===== src/rtl/adc_seq_pkg.sv =====
package adc_seq_pkg;

  localparam int SAMPLE_W = 16;
  localparam int PRE_W    = 6;

  localparam logic [7:0] ADDR_RES_LO  = 8'h02;
  localparam logic [7:0] ADDR_RES_HI  = 8'h03;
  localparam logic [7:0] ADDR_TRIG    = 8'h04;
  localparam logic [7:0] ADDR_CONF    = 8'h10;
  localparam logic [7:0] ADDR_OPT     = 8'h11;
  localparam logic [7:0] ADDR_STATUS  = 8'h12;
  localparam logic [7:0] ADDR_LASTCH  = 8'h13;
  localparam logic [7:0] ADDR_SCANIDX = 8'h14;
  localparam logic [7:0] ADDR_SETTLE  = 8'h15;
  localparam logic [7:0] ADDR_SCANRST = 8'h19;
  localparam logic [7:0] ADDR_CNTRST  = 8'h1B;
  localparam logic [7:0] ADDR_LIST    = 8'h80;

  typedef enum logic [1:0] {
    SEQ_IDLE   = 2'd0,
    SEQ_SETTLE = 2'd1,
    SEQ_REQ    = 2'd2
  } seqState_t;

  typedef struct packed {
    logic applyEntry;
    logic capture;
    logic advance;
  } seqStrb_t;

endpackage


===== src/rtl/adc_seq_ctrl.sv =====
module adc_seq_ctrl
  import adc_seq_pkg::*;
#(
  parameter int CNT_W = 8
) (
  input  logic             clk,
  input  logic             rstN,
  input  logic [7:0]       busAddr,
  input  logic             busWrEn,
  input  logic             busRdEn,
  input  logic             modEnable,
  input  logic [1:0]       timeBase,
  input  logic [CNT_W-1:0] settleCount,
  input  logic             adcDone,
  output logic             adcReq,
  output logic [7:0]       statusByte,
  output seqStrb_t         strb
);

  seqState_t        state;
  logic [CNT_W-1:0] remain;
  logic [PRE_W-1:0] preCnt;
  logic [PRE_W-1:0] preLimit;
  logic             errData;
  logic             errSettle;
  logic             startRd;
  logic             statusWr;
  logic             cntRstWr;
  logic             launch;

  always_comb begin
    startRd  = busRdEn && (busAddr == ADDR_TRIG);
    statusWr = busWrEn && (busAddr == ADDR_STATUS);
    cntRstWr = busWrEn && (busAddr == ADDR_CNTRST);
    launch   = (state == SEQ_IDLE) && startRd && modEnable;
  end

  always_comb begin
    case (timeBase)
      2'd0:    preLimit = PRE_W'(0);
      2'd1:    preLimit = PRE_W'(3);
      2'd2:    preLimit = PRE_W'(15);
      default: preLimit = PRE_W'(63);
    endcase
  end

  always_ff @(posedge clk) begin
    if (!rstN) begin
      state     <= SEQ_IDLE;
      remain    <= '0;
      preCnt    <= '0;
      errData   <= 1'b0;
      errSettle <= 1'b0;
    end else begin
      if (statusWr) begin
        errData   <= 1'b0;
        errSettle <= 1'b0;
      end
      case (state)
        SEQ_IDLE: begin
          if (launch) begin
            state  <= SEQ_SETTLE;
            remain <= settleCount;
            preCnt <= '0;
            if (settleCount == '0) errSettle <= 1'b1;
          end
        end
        SEQ_SETTLE: begin
          if (startRd) errData <= 1'b1;
          if (cntRstWr) begin
            remain <= settleCount;
            preCnt <= '0;
          end else if (remain == '0) begin
            state <= SEQ_REQ;
          end else if (preCnt == preLimit) begin
            preCnt <= '0;
            remain <= remain - 1'b1;
          end else begin
            preCnt <= preCnt + 1'b1;
          end
        end
        SEQ_REQ: begin
          if (startRd) errData <= 1'b1;
          if (adcDone) state <= SEQ_IDLE;
        end
        default: state <= SEQ_IDLE;
      endcase
    end
  end

  always_comb begin
    adcReq          = (state == SEQ_REQ);
    strb.applyEntry = launch;
    strb.capture    = (state == SEQ_REQ) && adcDone;
    strb.advance    = (state == SEQ_REQ) && adcDone;
    statusByte      = {state != SEQ_IDLE, 4'b0000, 1'b0, errData, errSettle};
  end

endmodule


===== src/rtl/adc_seq_dp.sv =====
module adc_seq_dp
  import adc_seq_pkg::*;
#(
  parameter int CNT_W      = 8,
  parameter int LIST_DEPTH = 4
) (
  input  logic                clk,
  input  logic                rstN,
  input  logic [7:0]          busAddr,
  input  logic                busWrEn,
  input  logic [7:0]          busWrData,
  input  logic [7:0]          statusByte,
  input  seqStrb_t            strb,
  input  logic [SAMPLE_W-1:0] adcData,
  output logic                modEnable,
  output logic [1:0]          timeBase,
  output logic [CNT_W-1:0]    settleCount,
  output logic [7:0]          busRdData,
  output logic [1:0]          muxChan,
  output logic [1:0]          gainCode,
  output logic                muxEna,
  output logic                onboardOnly
);

  localparam int IDX_W = (LIST_DEPTH > 1) ? $clog2(LIST_DEPTH) : 1;
  localparam int USE_W = IDX_W + 1;

  logic [5:0]          listMem [LIST_DEPTH];
  logic [7:0]          lastChan;
  logic [IDX_W-1:0]    scanIdx;
  logic [USE_W-1:0]    useCount;
  logic [SAMPLE_W-1:0] result;
  logic [5:0]          curEntry;
  logic                scanRstWr;

  always_comb begin
    scanRstWr = busWrEn && (busAddr == ADDR_SCANRST);
    curEntry  = listMem[scanIdx];
    if (lastChan == 8'd0)
      useCount = USE_W'(1);
    else if (lastChan > 8'(LIST_DEPTH))
      useCount = USE_W'(LIST_DEPTH);
    else
      useCount = USE_W'(lastChan);
  end

  generate
    for (genvar k = 0; k < LIST_DEPTH; k++) begin : g_list
      always_ff @(posedge clk) begin
        if (!rstN)
          listMem[k] <= '0;
        else if (busWrEn && (busAddr == ADDR_LIST + 8'(k)))
          listMem[k] <= busWrData[5:0];
      end
    end
  endgenerate

  always_ff @(posedge clk) begin
    if (!rstN) begin
      modEnable   <= 1'b0;
      timeBase    <= '0;
      settleCount <= '0;
      lastChan    <= '0;
    end else if (busWrEn) begin
      case (busAddr)
        ADDR_CONF:   modEnable   <= busWrData[2];
        ADDR_OPT:    timeBase    <= busWrData[2:1];
        ADDR_SETTLE: settleCount <= CNT_W'(busWrData);
        ADDR_LASTCH: lastChan    <= busWrData;
        default: ;
      endcase
    end
  end

  always_ff @(posedge clk) begin
    if (!rstN) begin
      scanIdx <= '0;
    end else if (scanRstWr) begin
      scanIdx <= '0;
    end else if (strb.advance) begin
      if (USE_W'(scanIdx) + USE_W'(1) >= useCount)
        scanIdx <= '0;
      else
        scanIdx <= scanIdx + 1'b1;
    end
  end

  always_ff @(posedge clk) begin
    if (!rstN) begin
      muxChan     <= '0;
      gainCode    <= '0;
      muxEna      <= 1'b0;
      onboardOnly <= 1'b0;
    end else if (strb.applyEntry) begin
      onboardOnly <= curEntry[5];
      gainCode    <= curEntry[4:3];
      muxEna      <= curEntry[2];
      muxChan     <= curEntry[1:0];
    end
  end

  always_ff @(posedge clk) begin
    if (!rstN)
      result <= '0;
    else if (strb.capture)
      result <= adcData;
  end

  always_comb begin
    busRdData = 8'h00;
    case (busAddr)
      ADDR_RES_LO:  busRdData = result[7:0];
      ADDR_RES_HI:  busRdData = result[15:8];
      ADDR_CONF:    busRdData = {5'b0, modEnable, 2'b0};
      ADDR_OPT:     busRdData = {5'b0, timeBase, 1'b0};
      ADDR_STATUS:  busRdData = statusByte;
      ADDR_LASTCH:  busRdData = lastChan;
      ADDR_SCANIDX: busRdData = 8'(scanIdx);
      ADDR_SETTLE:  busRdData = 8'(settleCount);
      default: begin
        for (int k = 0; k < LIST_DEPTH; k++)
          if (busAddr == ADDR_LIST + 8'(k)) busRdData = {2'b00, listMem[k]};
      end
    endcase
  end

endmodule


===== src/rtl/adc_seq.sv =====
module adc_seq
  import adc_seq_pkg::*;
#(
  parameter int CNT_W      = 8,
  parameter int LIST_DEPTH = 4
) (
  input  logic                clk,
  input  logic                rstN,
  input  logic [7:0]          busAddr,
  input  logic                busWrEn,
  input  logic [7:0]          busWrData,
  input  logic                busRdEn,
  output logic [7:0]          busRdData,
  output logic                adcReq,
  input  logic                adcDone,
  input  logic [SAMPLE_W-1:0] adcData,
  output logic [1:0]          muxChan,
  output logic [1:0]          gainCode,
  output logic                muxEna,
  output logic                onboardOnly
);

  logic             modEnable;
  logic [1:0]       timeBase;
  logic [CNT_W-1:0] settleCount;
  logic [7:0]       statusByte;
  seqStrb_t         strb;

  adc_seq_ctrl #(.CNT_W(CNT_W)) u_ctrl (
    .clk(clk), .rstN(rstN), .busAddr(busAddr), .busWrEn(busWrEn),
    .busRdEn(busRdEn), .modEnable(modEnable), .timeBase(timeBase),
    .settleCount(settleCount), .adcDone(adcDone), .adcReq(adcReq),
    .statusByte(statusByte), .strb(strb)
  );

  adc_seq_dp #(.CNT_W(CNT_W), .LIST_DEPTH(LIST_DEPTH)) u_dp (
    .clk(clk), .rstN(rstN), .busAddr(busAddr), .busWrEn(busWrEn),
    .busWrData(busWrData), .statusByte(statusByte), .strb(strb),
    .adcData(adcData), .modEnable(modEnable), .timeBase(timeBase),
    .settleCount(settleCount), .busRdData(busRdData), .muxChan(muxChan),
    .gainCode(gainCode), .muxEna(muxEna), .onboardOnly(onboardOnly)
  );

endmodule


===== config.mk =====
export PLATFORM = sky130hd
export DESIGN_NAME = adc_seq
export DESIGN_NICKNAME = d
export VERILOG_FILES = /design/src/rtl/adc_seq_pkg.sv /design/src/rtl/adc_seq_ctrl.sv /design/src/rtl/adc_seq_dp.sv /design/src/rtl/adc_seq.sv
export SDC_FILE = /design/constraint.sdc
export NUM_CORES = 1
export LEC_CHECK = 0
export CAP_MARGIN = 20
export CORE_ASPECT_RATIO = 1.1
export CORE_MARGIN = 2
export CORE_UTILIZATION = 59
export DETAILED_ROUTE_END_ITERATION = 7
export DONT_BUFFER_PORTS = 1
export HOLD_SLACK_MARGIN = 0.05
export PLACE_DENSITY = 0.81
export SLEW_MARGIN = 10
export SYNTH_ARGS = -nofsm -noshare
export SYNTH_HDL_FRONTEND = slang
export SYNTH_SLANG_ARGS = --single-unit

===== constraint.sdc =====
create_clock -name clk -period 2.6 [get_ports clk]
set_input_delay 0.39 -clock clk [delete_from_list [all_inputs] [get_ports clk]]
set_output_delay 0.39 -clock clk [all_outputs]
set_load 0.005 [all_outputs]

# Word-level counts from Yosys, hierarchy flattened
# Memories as Yosys holds them, arrays and structs flattened. A register that Yosys moved wholly into a read port is not among the register bits.
# Cells that the tools add are included.
[totals]
word_cells = 125
reg_bits = 55
input_bits = 37
ram_bits = 24
output_inout_bits = 15
n_memories = 1
[op_classes]
muxes = 48
add_sub_neg = 4
n_eq_ne = 26
bitwise_logic = 5
reduce_logical = 28
n_lt_le_gt_ge = 2
[memory_table]
columns = ["memory", "words", "word_bits", "rd", "rd_ports_with_merged_regs", "write_ports", "line", "source"]
rows = [
  ["u_dp.listMem", 4, 6, 5, 1, 4, "adc_seq_dp.sv:28", "logic [5:0] listMem [LIST_DEPTH];"],
]
[op_table]
columns = ["cell", "n"]
rows = [
  ["$mux W6", 12],
  ["$eq A8 B5 Y1 const B", 8],
  ["$pmux W8 S8", 1],
  ["$eq A8 B8 Y1 const B", 4],
  ["$mux W8", 4],
  ["$logic_not A8 Y1", 3],
  ["$mux W1", 20],
  ["$pmux W6 S3", 1],
  ["$eq A8 B2 Y1 const B", 2],
  ["$pmux W8 S2", 1],
  ["$pmux W6 S2", 1],
  ["$logic_and A1 B1 Y1", 11],
  ["$mux W2", 5],
  ["$eq A8 B3 Y1 const B", 1],
  ["$gt A8 B3 Y1 const B", 1],
  ["$reduce_and A2 Y1", 4],
  ["$reduce_and A4 Y1", 2],
  ["$sub A8 B1 Y8 const B", 1],
  ["$add A6 B1 Y6 const B", 1],
  ["$eq A6 B6 Y1", 1],
  ["$mux W3", 2],
  ["$ne A2 B1 Y1 const B", 3],
  ["$pmux W2 S3", 1],
  ["$eq A2 B1 Y1 const B", 2],
  ["14 further kinds", 21],
]

# Logic depth before layout (Yosys ltp)
[logic_depth]
ltp_word = 7
mapped_depth = 10
ltp_nobuf = 10

# Cells and area by module
# A second synthesis with hierarchy kept.
[unflattened]
hier_cells = 488
hier_area_um2 = 4917.2
[by_module_without_submodules]
columns = ["mod", "cells_per_inst", "n_inst", "seq_area_each_um2", "area_per_inst_um2"]
rows = [
  ["adc_seq_dp", 322, 1, 1581.5, 3523.4],
  ["adc_seq_ctrl", 166, 1, 360.3, 1393.8],
]

# Worst setup path before layout
# OpenSTA, ideal clock, no wires.
[synth_timing]
path_type = "input port to output port"
start = "input port busAddr[5]"
end = "output port busRdData[0]"
stages = 7
t_arrival_ns = 1.911
slack_ns = 0.299
n_path_buf = 2
required_time_ns = 2.210
cell_sequence = "or4b_1 -> buf_6 -> or3_4 -> nor2_4 -> buf_6 -> a22oi_1 -> nand3_1"
[synth_between]
elab_chain_len = 6
word_cells_on_any_way = 17
classes_between = "12 x eq/ne; 5 x mux"
[synth_lines]
columns = ["element", "line", "source"]
rows = [
  ["start: declaration", "adc_seq.sv:9", "input logic [7:0] busAddr,"],
  ["$eq A8 B8 Y1", "adc_seq_dp.sv:122", "if (busAddr == ADDR_LIST + 8'(k)) busRdData = {2'b00, listMem[k]};"],
  ["$mux W6 (4 in a row)", "adc_seq_dp.sv:122", ""],
  ["$pmux W8 S8 (*)", "adc_seq_dp.sv:111", "case (busAddr)"],
  ["end: declaration", "adc_seq.sv:13", "output logic [7:0] busRdData,"],
]
# Mark *: on every way between the ends. The rest lies on a longest branch, timed or not.

# Worst setup path in the final report
[layout_timing]
start = "register u_dp.lastChan[3]"
end = "register u_dp.scanIdx[0]"
[layout_between]
elab_chain_len = 5
word_cells_on_any_way = 6
classes_between = "2 x order compare; 3 x mux; 1 x reduce/logical"
[layout_lines]
columns = ["element", "line", "source"]
rows = [
  ["start: declaration", "adc_seq_dp.sv:29", "logic [7:0] lastChan;"],
  ["start signal: assignment", "adc_seq_dp.sv:69", "ADDR_LASTCH: lastChan <= busWrData;"],
  ["$gt A8 B3 Y1", "adc_seq_dp.sv:41", "else if (lastChan > 8'(LIST_DEPTH))"],
  ["$mux W3", "adc_seq_dp.sv:41", ""],
  ["$mux W3 (*)", "adc_seq_dp.sv:39", "if (lastChan == 8'd0)"],
  ["$ge A3 B3 Y1 (*)", "adc_seq_dp.sv:81", "if (USE_W'(scanIdx) + USE_W'(1) >= useCount)"],
  ["$mux W2 (*)", "adc_seq_dp.sv:81", ""],
  ["end signal: assignment", "adc_seq_dp.sv:84", "scanIdx <= scanIdx + 1'b1;"],
  ["end: declaration", "adc_seq_dp.sv:30", "logic [IDX_W-1:0] scanIdx;"],
]
# Marks and branches as above.
# A chain may end at the register's enable or synchronous reset.

==> Flow_metrics.wiki <==
{| class="wikitable"
! Metric !! Value
|-
| Global Route met3 Usage || 5.37%
|-
| Total standard cell area after synthesis || 4480 µm²
|-
| VDD IR-drop max || 0.402 mV
|-
| Actual slew at the worst max-slew pin || 0.736 ns
|-
| Post-CTS setup buffers || 0
|-
| Clock slew seen by the registers of the worst setup and hold paths || 0.09 ns
|-
| Hold crit path type || primary input to flop
|-
| Distinct cell type count after synthesis || 55
|-
| Total of hold buffers inserted after clock tree synthesis || 0
|-
| Count of flip-flops with a built-in enable after synthesis || 24
|-
| Number of iterations in the first detailed-routing pass || 8
|-
| Gr ovfl total || 0
|-
| I/O Buffers || 0
|-
| Leading cell types by total area after synthesis || sky130_fd_sc_hd__dfxtp_1, sky130_fd_sc_hd__edfxtp_1, sky130_fd_sc_hd__nand2_1
|-
| Number of cells upsized or downsized after cts || 0
|-
| Ant diodes || 0
|-
| Total routing usage reported by global routing || 30.0%
|-
| Post-synthesis net count || 555
|-
| Maximum number of pins on one net before global-route repair || 57
|-
| Clock skew after layout || 0.0106 ns
|-
| Number of fillers in the final layout || 601
|-
| Most used standard cell by instance count after synthesis || sky130_fd_sc_hd__nand2_1
|-
| Die Height || 95.4 µm
|-
| Seq cells post-synth || 85
|-
| Outcome || completed
|-
| Fraction of the yosys area taken by sequential cells || 43.3%
|-
| Arrival time at the worst endpoint || 2.71 ns
|-
| Sinks on the clock net || 85
|-
| Maximum buffer depth of the clock tree || 2
|-
| Sum Neg Setup Slack || 0 ns
|-
| Io pins || 52
|-
| Met1 capacity usage during global routing || 35.8%
|-
| Per-instance average area after synthesis || 8.82 µm²
|-
| Fraction of final layout cells with drive strength greater than 1 || 10.9%
|-
| Startpoint kind of the worst setup timing path || flop
|-
| DP Area || 4560 µm²
|-
| Final Cycle Share || 92.7%
|-
| Post-layout instance area || 4810 µm²
|-
| Met2 capacity usage during global routing || 52.4%
|-
| RePlAce Congestion || 0.983
|-
| Starting Density || 60.3%
|-
| Fmax achieved || 0.415 GHz
|-
| Final worst hold slack || 0.153 ns
|-
| Area growth syn-to-layout || 7.37%
|-
| CTS tree || done
|-
| Utilization after layout || 64.8%
|-
| Number of maximum-capacitance constraint violations || 0
|-
| Post-synthesis async set-or-reset flop share || 0%
|-
| Setup violations, final || 0
|-
| Clock period minus worst slack || 2.41 ns
|-
| Power after layout || 2.63 mW
|-
| Vias in the first global route || 4015
|-
| Commonest register cell after synthesis || sky130_fd_sc_hd__dfxtp_1
|-
| Most instantiated cells after synthesis || sky130_fd_sc_hd__nand2_1, sky130_fd_sc_hd__dfxtp_1, sky130_fd_sc_hd__a21oi_1
|-
| CTS H-tree depth || 3
|-
| Gr busiest metal || met2
|-
| Synth Instances || 508
|-
| Die W || 87.1 µm
|-
| RSZ-0062 raised after global routing || no
|-
| Antenna violations before repair || 0
|-
| Clock Latency Late Sink || 0.36 ns
|-
| Class of the most critical setup path || flop to flop
|-
| Num CTS Buffers || 9
|-
| Cell type with the largest total area after synthesis || sky130_fd_sc_hd__dfxtp_1
|-
| Per-cell routed wire length || 19.7 µm
|-
| Top cell type's share of synthesized area || 27.2%
|-
| Via/cell ratio || 6.61
|-
| Buffer cell driving the clock tree root || sky130_fd_sc_hd__clkbuf_8
|-
| Final ANT Viol Nets || 0
|-
| Final hold vios || 0
|-
| DR vias || 3957
|-
| First-pass GRT wire length || 19200 µm
|-
| Area of the placeable core || 7430 µm²
|-
| Critical-path maximum fanout || 3
|-
| Post-Route WL || 11800 µm
|-
| Element type at the critical path end || flop
|-
| DRC violations left || 0
|-
| Data required time at the worst endpoint || 2.90 ns
|-
| Max-slew headroom || 50.7%
|-
| Full die area || 8310 µm²
|-
| Warnings from Yosys || 0
|-
| Half-perimeter wire length after detailed placement || 8550 µm
|-
| Net count of the finished layout || 554
|-
| Iter 0 DRT Violations || 472
|-
| Count of pins over their slew limit || 0
|-
| Total power per unit cell area || 546 nW/µm²
|-
| Row count || 33
|-
| Leak pwr || 1.60 nW
|}
-- worst max-delay path, stage by stage (launching register included) --
cell and delay (ns):
sky130_fd_sc_hd__dfxtp_1 0.34, sky130_fd_sc_hd__or4_1 0.52, sky130_fd_sc_hd__nor3_1 0.27, sky130_fd_sc_hd__a21boi_0 0.24
sky130_fd_sc_hd__ha_1 0.25, sky130_fd_sc_hd__nand2b_1 0.14, sky130_fd_sc_hd__a21oi_1 0.14, sky130_fd_sc_hd__nor2b_1 0.08
sky130_fd_sc_hd__nor4_1 0.20, sky130_fd_sc_hd__a21oi_1 0.07, sky130_fd_sc_hd__nor2_1 0.10
-- per-stage QoR --
step / worst slack, ns / cells
floorplan: 0.299 / 508
global placement: 0.265 / 583
detailed placement: 0.242 / 583
CTS: 0.211 / 599
global route: 0.0235 / 599
finish: 0.190 / 599
-- cells by family after synthesis --
logic type      synth area share [%]
buf+inv                         3.54
mux                             6.36
flops                           43.3
compound gates                  17.6
xor+xnor                       0.195
fa+ha+maj                       2.79
simple gates                    26.2
-- layout make-up --
class	count	area [µm²]	share of cell area, %
clock inverters	5	86.3	1.79
well taps	87	109	2.26
repair buffers	13	97.6	2.03
flip-flops and latches	85	1940	40.3
multi-input cells	389	2380	49.5
inverters	9	33.8	0.702
clock buffers	11	163	3.38
-- power by group --
| part | switching [mW] | internal, mW | total, mW |
|---|---|---|---|
| Sequential | 0.0161 | 1.38 | 1.39 |
| Combinational | 0.0466 | 0.0297 | 0.0762 |
| Clock | 0.520 | 0.637 | 1.16 |
-- registers in the layout, summed over array words and instances, names as in the netlist --
signal	cells
u_dp.settleCount	8
u_dp.onboardOnly	1
u_dp.scanIdx	2
u_dp.muxChan	2
u_ctrl.errSettle	1
u_dp.modEnable	1
u_dp.result	16
u_ctrl.state	2
u_dp.gainCode	2
u_dp.lastChan	8
u_dp.muxEna	1
u_dp.listMem	24
u_dp.timeBase	2
u_ctrl.remain	8
u_ctrl.errData	1
u_ctrl.preCnt	6
-- layout by cell type (no fill, tap or decap), types with 2 or more instances in the layout --
cell type                     n
sky130_fd_sc_hd__nand2_1    107
sky130_fd_sc_hd__dfxtp_1     61
sky130_fd_sc_hd__a21oi_1     56
sky130_fd_sc_hd__and2_1      29
sky130_fd_sc_hd__nor2_1      28
sky130_fd_sc_hd__nand3_1     24
sky130_fd_sc_hd__edfxtp_1    24
sky130_fd_sc_hd__a22oi_1     13
sky130_fd_sc_hd__buf_4       13
sky130_fd_sc_hd__o21ai_0     11
sky130_fd_sc_hd__ha_1        10
sky130_fd_sc_hd__clkbuf_8    10
sky130_fd_sc_hd__inv_1        9
sky130_fd_sc_hd__nor4_1       9
sky130_fd_sc_hd__mux2_2       8
sky130_fd_sc_hd__nor3_1       7
sky130_fd_sc_hd__a222oi_1     7
sky130_fd_sc_hd__nand2b_1     6
sky130_fd_sc_hd__mux2i_1      6
sky130_fd_sc_hd__mux4_2       6
sky130_fd_sc_hd__nor2b_1      4
sky130_fd_sc_hd__and3_1       4
sky130_fd_sc_hd__nand3b_1     4
sky130_fd_sc_hd__nor3_2       4
sky130_fd_sc_hd__o31ai_1      4
sky130_fd_sc_hd__a31oi_1      4
sky130_fd_sc_hd__nand4_1      3
sky130_fd_sc_hd__o211ai_1     3
sky130_fd_sc_hd__or4_1        2
sky130_fd_sc_hd__o311ai_0     2
sky130_fd_sc_hd__a21boi_0     2
sky130_fd_sc_hd__o22ai_1      2
sky130_fd_sc_hd__a22o_1       2
sky130_fd_sc_hd__o21a_1       2
sky130_fd_sc_hd__or3_1        2
sky130_fd_sc_hd__bufinv_16    2
-- worst paths after layout --
path                    startpoint         endpoint  slack [ns]  depth (start not counted)
hold / removal          adcData[8]   u_dp.result[8]        0.15                          2
setup / recovery  u_dp.lastChan[3]  u_dp.scanIdx[0]        0.19                         10
setup reg to reg  u_dp.lastChan[3]  u_dp.scanIdx[0]        0.19                         10
hold reg to reg     u_dp.result[5]   u_dp.result[5]        0.46                          2
-- routing by layer --
metal | wire, µm | vias up
li1 | - | 1836
met1 | 4530 | 1898
met2 | 5970 | 190
met3 | 848 | 33
met4 | 442 | 0
met5 | 0 | -
No activity file was read; power rests on OpenSTA's default activity.
